--- config.mk ---
export PLATFORM = sky130hd
export DESIGN_NAME = cfg_txn_ctrl
export DESIGN_NICKNAME = d
export VERILOG_FILES = /design/src/rtl/cfgc_pkg.sv /design/src/rtl/cfgc_decode.sv /design/src/rtl/cfgc_osc_bank.sv /design/src/rtl/cfgc_volt_rom.sv /design/src/rtl/cfg_txn_ctrl.sv
export SDC_FILE = /design/constraint.sdc
export NUM_CORES = 1
export LEC_CHECK = 0
export BUFFER_PORTS_ARGS = -buffer_cell sky130_fd_sc_hd__buf_2
export CAP_MARGIN = 20
export CORE_UTILIZATION = 41
export CTS_CLUSTER_DIAMETER = 150
export DETAILED_ROUTE_END_ITERATION = 8
export GPL_TIMING_DRIVEN = 0
export SETUP_SLACK_MARGIN = 0.05
export SYNTH_ARGS = -nofsm -noshare
export SYNTH_HDL_FRONTEND = slang
export SYNTH_HIERARCHICAL = 1
export SYNTH_SLANG_ARGS = --single-unit
--- constraint.sdc ---
create_clock -name clk -period 4.04 [get_ports clk]
set_input_delay 0.404 -clock clk [delete_from_list [all_inputs] [get_ports clk]]
set_output_delay 0.404 -clock clk [all_outputs]
set_load 0.02 [all_outputs]
--- src/rtl/cfgc_pkg.sv ---
`timescale 1ns/1ps
package cfgc_pkg;

  // register select codes
  localparam logic [1:0] REG_DATA = 2'd0;
  localparam logic [1:0] REG_CTRL = 2'd1;
  localparam logic [1:0] REG_STAT = 2'd2;

  // function codes
  localparam logic [5:0] FN_OSC  = 6'd1;
  localparam logic [5:0] FN_VOLT = 6'd2;
  localparam logic [5:0] FN_VSRC = 6'd7;
  localparam logic [5:0] FN_OFF  = 6'd8;
  localparam logic [5:0] FN_RBT  = 6'd9;
  localparam logic [5:0] FN_DISP = 6'd11;

  localparam logic [1:0] SITE_MAIN = 2'd0;
  localparam logic [1:0] SITE_DTR  = 2'd1;

  localparam logic [31:0] MAIN_VOLT_UV = 32'd3300000;
  localparam logic [31:0] CTRL_DROP    = 32'h800C_0000;

  typedef struct packed {
    logic        launch;
    logic        is_wr;
    logic [3:0]  ctl;
    logic [5:0]  fn;
    logic [1:0]  rsv;
    logic [1:0]  site;
    logic [3:0]  pos;
    logic [11:0] dev;
  } cfg_word_t;

  typedef enum logic [2:0] {
    ACT_NONE, ACT_OSC_MAIN, ACT_OSC_DTR, ACT_VOLT_MAIN,
    ACT_VOLT_DTR, ACT_OFF, ACT_RBT, ACT_NOP
  } act_e;

  function automatic logic [31:0] main_osc_reset(int idx);
    case (idx)
      0:       return 32'd50000000;
      1:       return 32'd23750000;
      default: return 32'd24000000;
    endcase
  endfunction

  function automatic logic [31:0] ctrl_keep(logic [31:0] w);
    return w & ~CTRL_DROP;
  endfunction

  function automatic logic route_ok(logic [3:0] ctl, logic [3:0] pos, logic [1:0] site);
    return (ctl == 4'd0) && (pos == 4'd0) && (site == SITE_MAIN || site == SITE_DTR);
  endfunction

  function automatic logic [1:0] stat_code(logic ok);
    return {~ok, 1'b1};
  endfunction

endpackage

--- src/rtl/cfgc_decode.sv ---
`timescale 1ns/1ps
module cfgc_decode
  import cfgc_pkg::*;
#(
  parameter int MB_OSC_N  = 6,
  parameter int DB_OSC_N  = 2,
  parameter int DB_VOLT_N = 2
) (
  input  logic        is_wr,
  input  logic [3:0]  ctl,
  input  logic [5:0]  fn,
  input  logic [1:0]  site,
  input  logic [3:0]  pos,
  input  logic [11:0] dev,
  output act_e        act,
  output logic        ok
);
  logic main_s, dtr_s, dev0;

  always_comb begin
    main_s = (site == SITE_MAIN);
    dtr_s  = (site == SITE_DTR);
    dev0   = (dev == 12'd0);
    act    = ACT_NONE;
    if (route_ok(ctl, pos, site)) begin
      case (fn)
        FN_OSC: begin
          if (main_s && int'(dev) < MB_OSC_N)      act = ACT_OSC_MAIN;
          else if (dtr_s && int'(dev) < DB_OSC_N)  act = ACT_OSC_DTR;
        end
        FN_VOLT: begin
          if (!is_wr) begin
            if (main_s && dev0)                       act = ACT_VOLT_MAIN;
            else if (dtr_s && int'(dev) < DB_VOLT_N)  act = ACT_VOLT_DTR;
          end
        end
        FN_OFF:  if (is_wr && main_s && dev0) act = ACT_OFF;
        FN_RBT:  if (is_wr && main_s && dev0) act = ACT_RBT;
        FN_VSRC, FN_DISP: if (is_wr && main_s && dev0) act = ACT_NOP;
        default: act = ACT_NONE;
      endcase
    end
    ok = (act != ACT_NONE);
  end
endmodule

--- src/rtl/cfgc_osc_bank.sv ---
`timescale 1ns/1ps
module cfgc_osc_bank #(
  parameter int             N   = 2,
  parameter int             IW  = 12,
  parameter logic [N*32-1:0] RST = '0
) (
  input  logic          clk,
  input  logic          rst_n,
  input  logic          we,
  input  logic [IW-1:0] idx,
  input  logic [31:0]   wval,
  output logic [31:0]   rval
);
  logic [N*32-1:0] flat;

  for (genvar g = 0; g < N; g++) begin : g_ent
    logic [31:0] q;
    always_ff @(posedge clk or negedge rst_n) begin
      if (!rst_n)                     q <= RST[g*32 +: 32];
      else if (we && int'(idx) == g)  q <= wval;
    end
    assign flat[g*32 +: 32] = q;
  end

  always_comb begin
    rval = '0;
    for (int i = 0; i < N; i++)
      if (int'(idx) == i) rval = flat[i*32 +: 32];
  end

  // entries only move on an accepted oscillator write
  p_bank_hold_r5: assert property (@(posedge clk) disable iff (!rst_n)
    !we |=> $stable(flat));
endmodule

--- src/rtl/cfgc_volt_rom.sv ---
`timescale 1ns/1ps
module cfgc_volt_rom #(
  parameter int              N    = 2,
  parameter int              IW   = 12,
  parameter logic [N*32-1:0] VALS = '0
) (
  input  logic [IW-1:0] idx,
  output logic [31:0]   val
);
  always_comb begin
    val = '0;
    for (int i = 0; i < N; i++)
      if (int'(idx) == i) val = VALS[i*32 +: 32];
  end
endmodule

--- src/rtl/cfg_txn_ctrl.sv ---
`timescale 1ns/1ps
module cfg_txn_ctrl
  import cfgc_pkg::*;
#(
  parameter int                      MB_OSC_N    = 6,
  parameter int                      DB_OSC_N    = 2,
  parameter logic [DB_OSC_N*32-1:0]  DB_OSC_RST  = {32'd40000000, 32'd60000000},
  parameter int                      DB_VOLT_N   = 2,
  parameter logic [DB_VOLT_N*32-1:0] DB_VOLT_VAL = {32'd1800000, 32'd900000}
) (
  input  logic        clk,
  input  logic        rst_n,
  input  logic        bus_wr,
  input  logic [1:0]  bus_addr,
  input  logic [31:0] bus_wdata,
  output logic [31:0] bus_rdata,
  output logic        poweroff_req,
  output logic        reboot_req
);
  localparam int DEV_W = 12;

  function automatic logic [MB_OSC_N*32-1:0] main_rst_pack();
    logic [MB_OSC_N*32-1:0] r;
    r = '0;
    for (int i = 0; i < MB_OSC_N; i++) r[i*32 +: 32] = main_osc_reset(i);
    return r;
  endfunction

  localparam logic [MB_OSC_N*32-1:0] MB_RST = main_rst_pack();

  cfg_word_t   cmd;
  logic        data_wr, ctrl_wr, stat_wr, start_fire;
  act_e        act;
  logic        cmd_ok, rd_load, main_we, dtr_we;
  logic [31:0] main_rd, dtr_rd, volt_rd, rd_val;
  logic [31:0] data_q, ctrl_q;
  logic [1:0]  stat_q;
  logic        off_q, rbt_q;

  assign cmd        = cfg_word_t'(bus_wdata);
  assign data_wr    = bus_wr && (bus_addr == REG_DATA);
  assign ctrl_wr    = bus_wr && (bus_addr == REG_CTRL);
  assign stat_wr    = bus_wr && (bus_addr == REG_STAT);
  assign start_fire = ctrl_wr && cmd.launch;

  cfgc_decode #(.MB_OSC_N(MB_OSC_N), .DB_OSC_N(DB_OSC_N), .DB_VOLT_N(DB_VOLT_N)) u_dec (
    .is_wr(cmd.is_wr), .ctl(cmd.ctl), .fn(cmd.fn), .site(cmd.site),
    .pos(cmd.pos), .dev(cmd.dev), .act(act), .ok(cmd_ok)
  );

  assign main_we = start_fire && cmd.is_wr && (act == ACT_OSC_MAIN);
  assign dtr_we  = start_fire && cmd.is_wr && (act == ACT_OSC_DTR);
  assign rd_load = start_fire && !cmd.is_wr && cmd_ok;

  cfgc_osc_bank #(.N(MB_OSC_N), .IW(DEV_W), .RST(MB_RST)) u_main_osc (
    .clk(clk), .rst_n(rst_n), .we(main_we), .idx(cmd.dev), .wval(data_q), .rval(main_rd)
  );

  cfgc_osc_bank #(.N(DB_OSC_N), .IW(DEV_W), .RST(DB_OSC_RST)) u_dtr_osc (
    .clk(clk), .rst_n(rst_n), .we(dtr_we), .idx(cmd.dev), .wval(data_q), .rval(dtr_rd)
  );

  cfgc_volt_rom #(.N(DB_VOLT_N), .IW(DEV_W), .VALS(DB_VOLT_VAL)) u_volt (
    .idx(cmd.dev), .val(volt_rd)
  );

  always_comb begin
    case (act)
      ACT_OSC_MAIN:  rd_val = main_rd;
      ACT_OSC_DTR:   rd_val = dtr_rd;
      ACT_VOLT_MAIN: rd_val = MAIN_VOLT_UV;
      ACT_VOLT_DTR:  rd_val = volt_rd;
      default:       rd_val = '0;
    endcase
  end

  always_ff @(posedge clk or negedge rst_n) begin
    if (!rst_n) begin
      data_q <= '0;
      ctrl_q <= '0;
      stat_q <= '0;
      off_q  <= 1'b0;
      rbt_q  <= 1'b0;
    end else begin
      if (data_wr)      data_q <= bus_wdata;
      else if (rd_load) data_q <= rd_val;
      if (ctrl_wr)      ctrl_q <= ctrl_keep(cmd);
      if (stat_wr)         stat_q <= bus_wdata[1:0];
      else if (start_fire) stat_q <= stat_code(cmd_ok);
      off_q <= start_fire && (act == ACT_OFF);
      rbt_q <= start_fire && (act == ACT_RBT);
    end
  end

  always_comb begin
    case (bus_addr)
      REG_DATA: bus_rdata = data_q;
      REG_CTRL: bus_rdata = ctrl_q;
      REG_STAT: bus_rdata = {30'd0, stat_q};
      default:  bus_rdata = '0;
    endcase
  end

  assign poweroff_req = off_q;
  assign reboot_req   = rbt_q;

  p_ctrl_rsv_zero_r2: assert property (@(posedge clk) disable iff (!rst_n)
    (bus_addr == REG_CTRL) |-> (bus_rdata[31] == 1'b0 && bus_rdata[19:18] == 2'b00));
  p_done_after_start_r3: assert property (@(posedge clk) disable iff (!rst_n)
    start_fire |=> stat_q[0]);
  p_refuse_flags_err_r4: assert property (@(posedge clk) disable iff (!rst_n)
    (start_fire && !cmd_ok) |=> (stat_q == 2'b11));
  p_req_exclusive_r8: assert property (@(posedge clk) disable iff (!rst_n)
    $onehot0({poweroff_req, reboot_req}));
  p_data_hold_r11: assert property (@(posedge clk) disable iff (!rst_n)
    (!start_fire && !data_wr) |=> $stable(data_q));
endmodule

After elaboration in Yosys (flattened, before gate mapping)
Index checks and enable logic that the tools add are counted.
{"block": "totals", "mem_count": 0, "rom_bits": 0, "reg_bits": 321, "ramBits": 0, "latchBits": 0}
{"block": "op_classes", "n_div": 0, "eq_ne": 20, "shifts": 0, "bitwise_logic": 1, "mul": 0, "addsub": 0, "order_cmp": 2, "mux": 26, "n_reduce_logical": 38}
{"cell": "$mux W32", "count": 10}
{"cell": "$pmux W32 S4", "count": 1}
{"cell": "$pmux W32 S3", "count": 1}
{"cell": "$logic_and A1 B1 Y1", "count": 26}
{"cell": "$eq A12 B3 Y1 const B", "count": 2}
{"cell": "$eq A12 B4 Y1 const B", "count": 2}
{"cell": "$logic_not A12 Y1", "count": 2}
{"cell": "$mux W3", "count": 8}
{"cell": "$mux W21", "count": 1}
{"cell": "$mux W20", "count": 1}
{"cell": "$eq A6 B4 Y1 const B", "count": 3}
{"cell": "$pmux W3 S5", "count": 1}
{"cell": "$eq A12 B2 Y1 const B", "count": 1}
{"cell": "$lt A12 B2 Y1 const B", "count": 1}
{"cell": "$lt A12 B3 Y1 const B", "count": 1}
{"cell": "$eq A3 B3 Y1 const B", "count": 3}
{"cell": "$logic_not A4 Y1", "count": 2}
{"cell": "$eq A3 B2 Y1 const B", "count": 2}
{"cell": "$eq A6 B1 Y1 const B", "count": 1}
{"cell": "$eq A6 B2 Y1 const B", "count": 1}
{"cell": "$eq A6 B3 Y1 const B", "count": 1}
{"cell": "$mux W2", "count": 3}
{"cell": "$eq A2 B1 Y1 const B", "count": 2}
{"cell": "$logic_not A2 Y1", "count": 2}
{"cell": "8 further kinds", "count": 9}

Logic depth before layout (Yosys ltp)
{"block": "depth", "depth_word": 11, "mapped_depth": 13, "mapped_depth_nobuf": 10}

By module
Netlist, hierarchy kept.
{"mod": "cfgc_osc_bank (u_main_osc)", "area_per_inst_um2": 9130.0, "instances": 1, "seq_area_each_um2": 4884.7, "cells_per_inst": 649}
{"mod": "cfg_txn_ctrl", "area_per_inst_um2": 3759.9, "instances": 1, "seq_area_each_um2": 1626.6, "cells_per_inst": 370}
{"mod": "cfgc_osc_bank (u_dtr_osc)", "area_per_inst_um2": 3203.1, "instances": 1, "seq_area_each_um2": 1624.1, "cells_per_inst": 213}
{"mod": "cfgc_decode", "area_per_inst_um2": 300.3, "instances": 1, "seq_area_each_um2": 0.0, "cells_per_inst": 43}
{"mod": "cfgc_volt_rom", "area_per_inst_um2": 276.5, "instances": 1, "seq_area_each_um2": 0.0, "cells_per_inst": 40}

Worst setup path before layout
No wires, ideal clock.
{"block": "synth_path", "kind": "input port to flip-flop", "startpoint": "in bus_wdata[8]", "endpoint": "reg u_main_osc.g_ent[0].q[10]", "setup_time_ns": 0.125, "arrival_time_ns": 4.253, "path_slack_ns": -0.338, "path_stages": 12, "required_ns": 3.915, "path_cell_list": "or4_4 > nor4_4 > and3_1 > a21oi_1 > a21oi_1 > clkbuf_1 > nand2_1 > nor4b_1 > or4b_2 > nor4_2 > buf_2 > mux2_2"}
{"block": "synth_via", "elab_cells_between_ends": 21, "classes_between": "2 x order compare; 1 x eq/ne; 10 x mux; 8 x reduce/logical"}
{"element": "start: declaration", "line": "cfg_txn_ctrl.sv:15", "rtl": "input logic [31:0] bus_wdata,"}
{"element": "parallel branches: the longest is 4 deep, another holds $lt A12 B3 Y1"}
{"element": "$pmux W3 S5 (*)", "line": "cfgc_decode.sv:26", "rtl": "case (fn)"}
{"element": "$mux W3 (*)", "line": "cfgc_decode.sv:25", "rtl": "if (route_ok(ctl, pos, site)) begin"}
{"element": "net act[0]", "line": "cfg_txn_ctrl.sv:33", "rtl": "act_e act;"}
{"element": "$eq A3 B1 Y1 (*)", "line": "cfg_txn_ctrl.sv:51", "rtl": "assign main_we = start_fire && cmd.is_wr && (act == ACT_OSC_MAIN);"}
{"element": "$logic_and A1 B1 Y1 (*)", "line": "cfg_txn_ctrl.sv:51"}
{"element": "net main_we", "line": "cfg_txn_ctrl.sv:34", "rtl": "logic cmd_ok, rd_load, main_we, dtr_we;"}
{"element": "$logic_and A1 B1 Y1 (*)", "line": "cfgc_osc_bank.sv:20", "rtl": "else if (we && int'(idx) == g) q <= wval;"}
{"element": "end signal: assignment", "line": "cfgc_osc_bank.sv:19", "rtl": "if (!rst_n) q <= RST[g*32 +: 32];"}
{"element": "end: declaration", "line": "cfgc_osc_bank.sv:17", "rtl": "logic [31:0] q;"}
Mark *: on every way through the listed nets, which the timed path passes.
A chain may end at the register's enable or synchronous reset.

Worst setup path after layout
{"block": "layout_path", "startpoint": "in bus_wdata[8]", "endpoint": "reg u_main_osc.g_ent[2].q[28]"}
{"block": "layout_via", "elab_cells_between_ends": 21, "classes_between": "2 x order compare; 2 x eq/ne; 10 x mux; 7 x reduce/logical"}
{"element": "parallel branches: the longest is 4 deep, another holds $lt A12 B3 Y1"}
{"element": "$pmux W3 S5 (*)", "line": "cfgc_decode.sv:26"}
{"element": "$mux W3 (*)", "line": "cfgc_decode.sv:25"}
{"element": "net act[0]", "line": "cfg_txn_ctrl.sv:33"}
{"element": "$eq A3 B1 Y1 (*)", "line": "cfg_txn_ctrl.sv:51"}
{"element": "$logic_and A1 B1 Y1 (*)", "line": "cfg_txn_ctrl.sv:51"}
{"element": "net main_we", "line": "cfg_txn_ctrl.sv:34"}
{"element": "$logic_and A1 B1 Y1 (*)", "line": "cfgc_osc_bank.sv:20"}
{"element": "end signal: assignment", "line": "cfgc_osc_bank.sv:19"}
{"element": "end: declaration", "line": "cfgc_osc_bank.sv:17"}
Marked as above.

==> flow_summary.toml <==
[run_status]
outcome = "complete, no violations"

[yosys]
synth-xor-area-share = 0.00105
ys_types = 61
synth-edff-count = 0
ys_seq_elements = 321
ys_async_sr_fraction = 1.00
synth-main-ff-cell = "dfrtp_1"
synth_area_mm2 = 0.0167
muxShareOfSynthArea = 0.270
synth-adder-area-share = 0.000600
synthSimpleGateAreaFrac = 0.0775
synth-compound-area-share = 0.113
synth_top_family_by_area = "multiplexers"
syn_area_per_cell_um2 = 12.7
yosysSeqAreaShare = 0.488
yosysWarnings = 6
synthCells = 1315

[placement]
place_congestion = 0.840
dpl_cell_area_mm2 = 0.0178
pre_cts_slack_ns = -1.37
place_hpwl_mm = 32.0
io_buffer_count = 68

[min_path]
min_delay_worst_endpoint = "data_q[18]"
worstHoldStart = "bus_wdata[18]"
hold_path.class = "in2reg"
whs_path_depth = 3

[floorplan]
fp.dieW_um = 204
fp.dieArea_mm2 = 0.0415
design.core.area_mm2 = 0.0399
io_pins = 71
core.rowCount = 73
die_h_um = 204
initial_core_util = 0.418

[critical_path]
critPathRequiredTime_ns = 4.45
r2r_slack_ns = 2.45
crit_type = "in2reg"
cp_max_fo = 10
regToRegEndpoint = "data_q[19]"
worst_setup_path_start_kind = "primary input"
crit_slowest_cell = "or4bb_4"
r2r_cells = 7
cp-end-kind = "register"
crit_chain = "buf_2, or4_4, nor4_4, and3_1, a21oi_1, a21oi_2, buf_8, nand2_1, nor4b_4, or4bb_4, nor4_4, buf_6, buf_6, mux2_2"
crit_arrival_ns = 4.32
slowest_delay_ns = 0.61
r2r_start = "u_main_osc/g_ent[0].q[19]"

[power]
clkPwrFrac = 0.454
power.sequential.fraction = 0.462
power.density_mw_per_mm2 = 395
irDropWorstVdd_mv = 0.215
switching_share = 0.255
p_switching_w = 0.00194
p_leak_nw = 9.13
p_int_w = 0.00568
p_comb_frac = 0.084

[route]
first_iter_violations = 897
totalWireLength_mm = 48.3
drc = 0
ant_nets = 0
first_pass_iters = 5
wl_per_cell_um = 24.1
viasPerCell = 5.72
vias = 11500

[timing]
grt_setup_unrepaired = "false"
worst_slew_pin_slew_ns = 1.13
max-slew-margin-rel = 0.245
period_share = 0.968
slew_viol_final = 0
skew_ns = 0.00723
worst_slack_ns = 0.131
fmax_mhz = 256
report.final.hold_viol_count = 0
setup_viol = 0
period_minus_slack_ns = 3.91

[grt]
grt_usage = 0.237
grt_pass1_vias = 11600
grt_max_degree = 122
met1_usage = 0.347
use_met2 = 0.363
grt_pass1_wl_mm = 74.0
grt-busiest-layer = "met2"
grt_util_met3 = 0.0310
antenna_found_initial = 0
grt.overflow.total = 0

[cells_and_area]
diodes = 0
area_growth_pct = 15.8
postLayoutCellArea_mm2 = 0.0193
drive_above_1_share = 0.418
nNetsFinal = 1492

[clock_network]
clkTransAtPathRegs_ns = 0.06
clock_latency_ns = 0.53
cts_max_level = 2
clock_sinks = 321
clockRootBuffer = "clkbuf_16"
clock_path_buffers = 3
cts_buffers = 37
cts_tree = "done"

[flow_run]
cap_violations = 0
==> state kept, by name, indices dropped and copies added (netlist names) <==
register,cells
poweroff_req,1
data_q,32
u_main_osc/g_ent.q,192
u_dtr_osc/g_ent.q,64
reboot_req,1
ctrl_q,29
stat_q,2
==> layout by cell type (no fill, tap or decap), types with 5 or more instances in the layout <==
cell type,instances
a21oi_1,25
a22oi_1,53
a2bb2oi_1,54
a32o_1,32
and2_1,6
buf_2,100
buf_4,47
buf_6,23
clkbuf_1,48
clkbuf_16,39
clkbuf_8,11
conb_1,16
dfrtp_1,239
dfstp_2,82
mux2_1,11
mux2_2,186
mux2_4,90
mux2i_1,93
nand2_1,18
nand3_1,5
nor2_1,71
nor2b_1,35
nor3_1,38
nor4_1,5
nor4_4,8
o21ai_0,13
o21ai_1,31
o21bai_1,32
==> critical path, delay by kind of cell <==
family	cells	cell delay (ns)
AOI/OAI and AO/OA	2	0.35
buffers and inverters	4	0.67
and+or+nand+nor	7	2.54
muxes	1	0.35
==> metrics by stage <==
stage          utilization  setup TNS (ns)  power [W]  std cells  hold slack [ns]
3_5_place_dp         0.447         -211.03    0.00421       1927            0.475
3_3_place_gp         0.445        -1201.24    0.00419       1923            0.466
2_1_floorplan            -               0    0.00387       1330            0.108
6_report             0.484               0    0.00762       2008            0.149
5_1_grt              0.484               0    0.00790       2008            0.142
4_1_cts              0.482               0    0.00771       2004            0.134
==> synth_stat cells, drive strengths merged, types with 2 or more instances <==
library cell	count	area share
a211oi	2	0.00090
a21oi	28	0.0091
a22oi	53	0.024
a2bb2oi	54	0.028
a32o	32	0.019
and2	6	0.0023
and2b	2	0.00090
and3	4	0.0015
and4b	2	0.0012
buf	94	0.040
clkbuf	40	0.0090
dfrtp	239	0.36
dfstp	82	0.13
inv	5	0.0011
mux2	287	0.21
mux2i	93	0.056
nand2	18	0.0041
nand3	5	0.0015
nand3b	4	0.0018
nand4	3	0.0019
nand4b	2	0.0011
nor2	71	0.016
nor2b	35	0.013
nor3	40	0.013
nor3b	2	0.0016
nor4	14	0.010
nor4b	2	0.0014
o21ai	44	0.013
o21bai	32	0.014
or4	4	0.0023
or4b	2	0.0012
or4bb	2	0.0014
==> cell families (layout without fill, tap and decap cells) <==
family	after synthesis	after routing
buf+inv	139	292
other cells	1	16
flops	321	321
compound gates	250	250
mux	380	380
fa+ha+maj	1	1
xor+xnor	2	2
simple gates	221	221
==> worst max-delay path by stage <==
stage,endpoint,start,slack [ns]
2_1_floorplan,u_main_osc/g_ent[0].q[10],bus_wdata[8],0.08
3_3_place_gp,ctrl_q[16],rst_n,-3.69
3_5_place_dp,u_main_osc/g_ent[1].q[12],bus_wdata[8],-1.37
4_1_cts,u_main_osc/g_ent[0].q[9],bus_wdata[8],0.07
5_1_grt,u_main_osc/g_ent[1].q[27],bus_wdata[8],0.05
6_report,u_main_osc/g_ent[2].q[28],bus_wdata[8],0.13
==> cell type report <==
type | instances | area, µm²
fillers | 3555 | 20600
flip-flops and latches | 321 | 8140
multi-input cells | 870 | 7840
clock buffers | 59 | 1160
plain buffers | 132 | 847
well taps | 525 | 657
repair buffers | 88 | 552
clock inverters | 8 | 96.3
inverters | 5 | 18.8
==> power groups by stage <==
stage                     logic (W)  clock network [W]  registers (W)
after CTS                  0.000641            0.00355        0.00352
final                      0.000640            0.00346        0.00352
after global routing       0.000695            0.00366        0.00354
after global placement     0.000621                  0        0.00357
after floorplan            0.000381                  0        0.00349
after detailed placement   0.000638                  0        0.00357
==> what timing repair did <==
action	CTS	global route
endpoints found under the hold margin	86	0
hold buffers	1	0
pin swaps	5	3
endpoints found under the setup margin	182	162
buffers inserted	10	5
resized for setup	11	11
==> metal layers <==
metal	wire length, µm	up-vias	part of all wire
met3	2600	73	0.054
met2	21800	333	0.45
met4	1220	0	0.025
met5	0	-	0
li1	-	5084	-
met1	22700	5991	0.47
(Power assumes the default switching activity.)
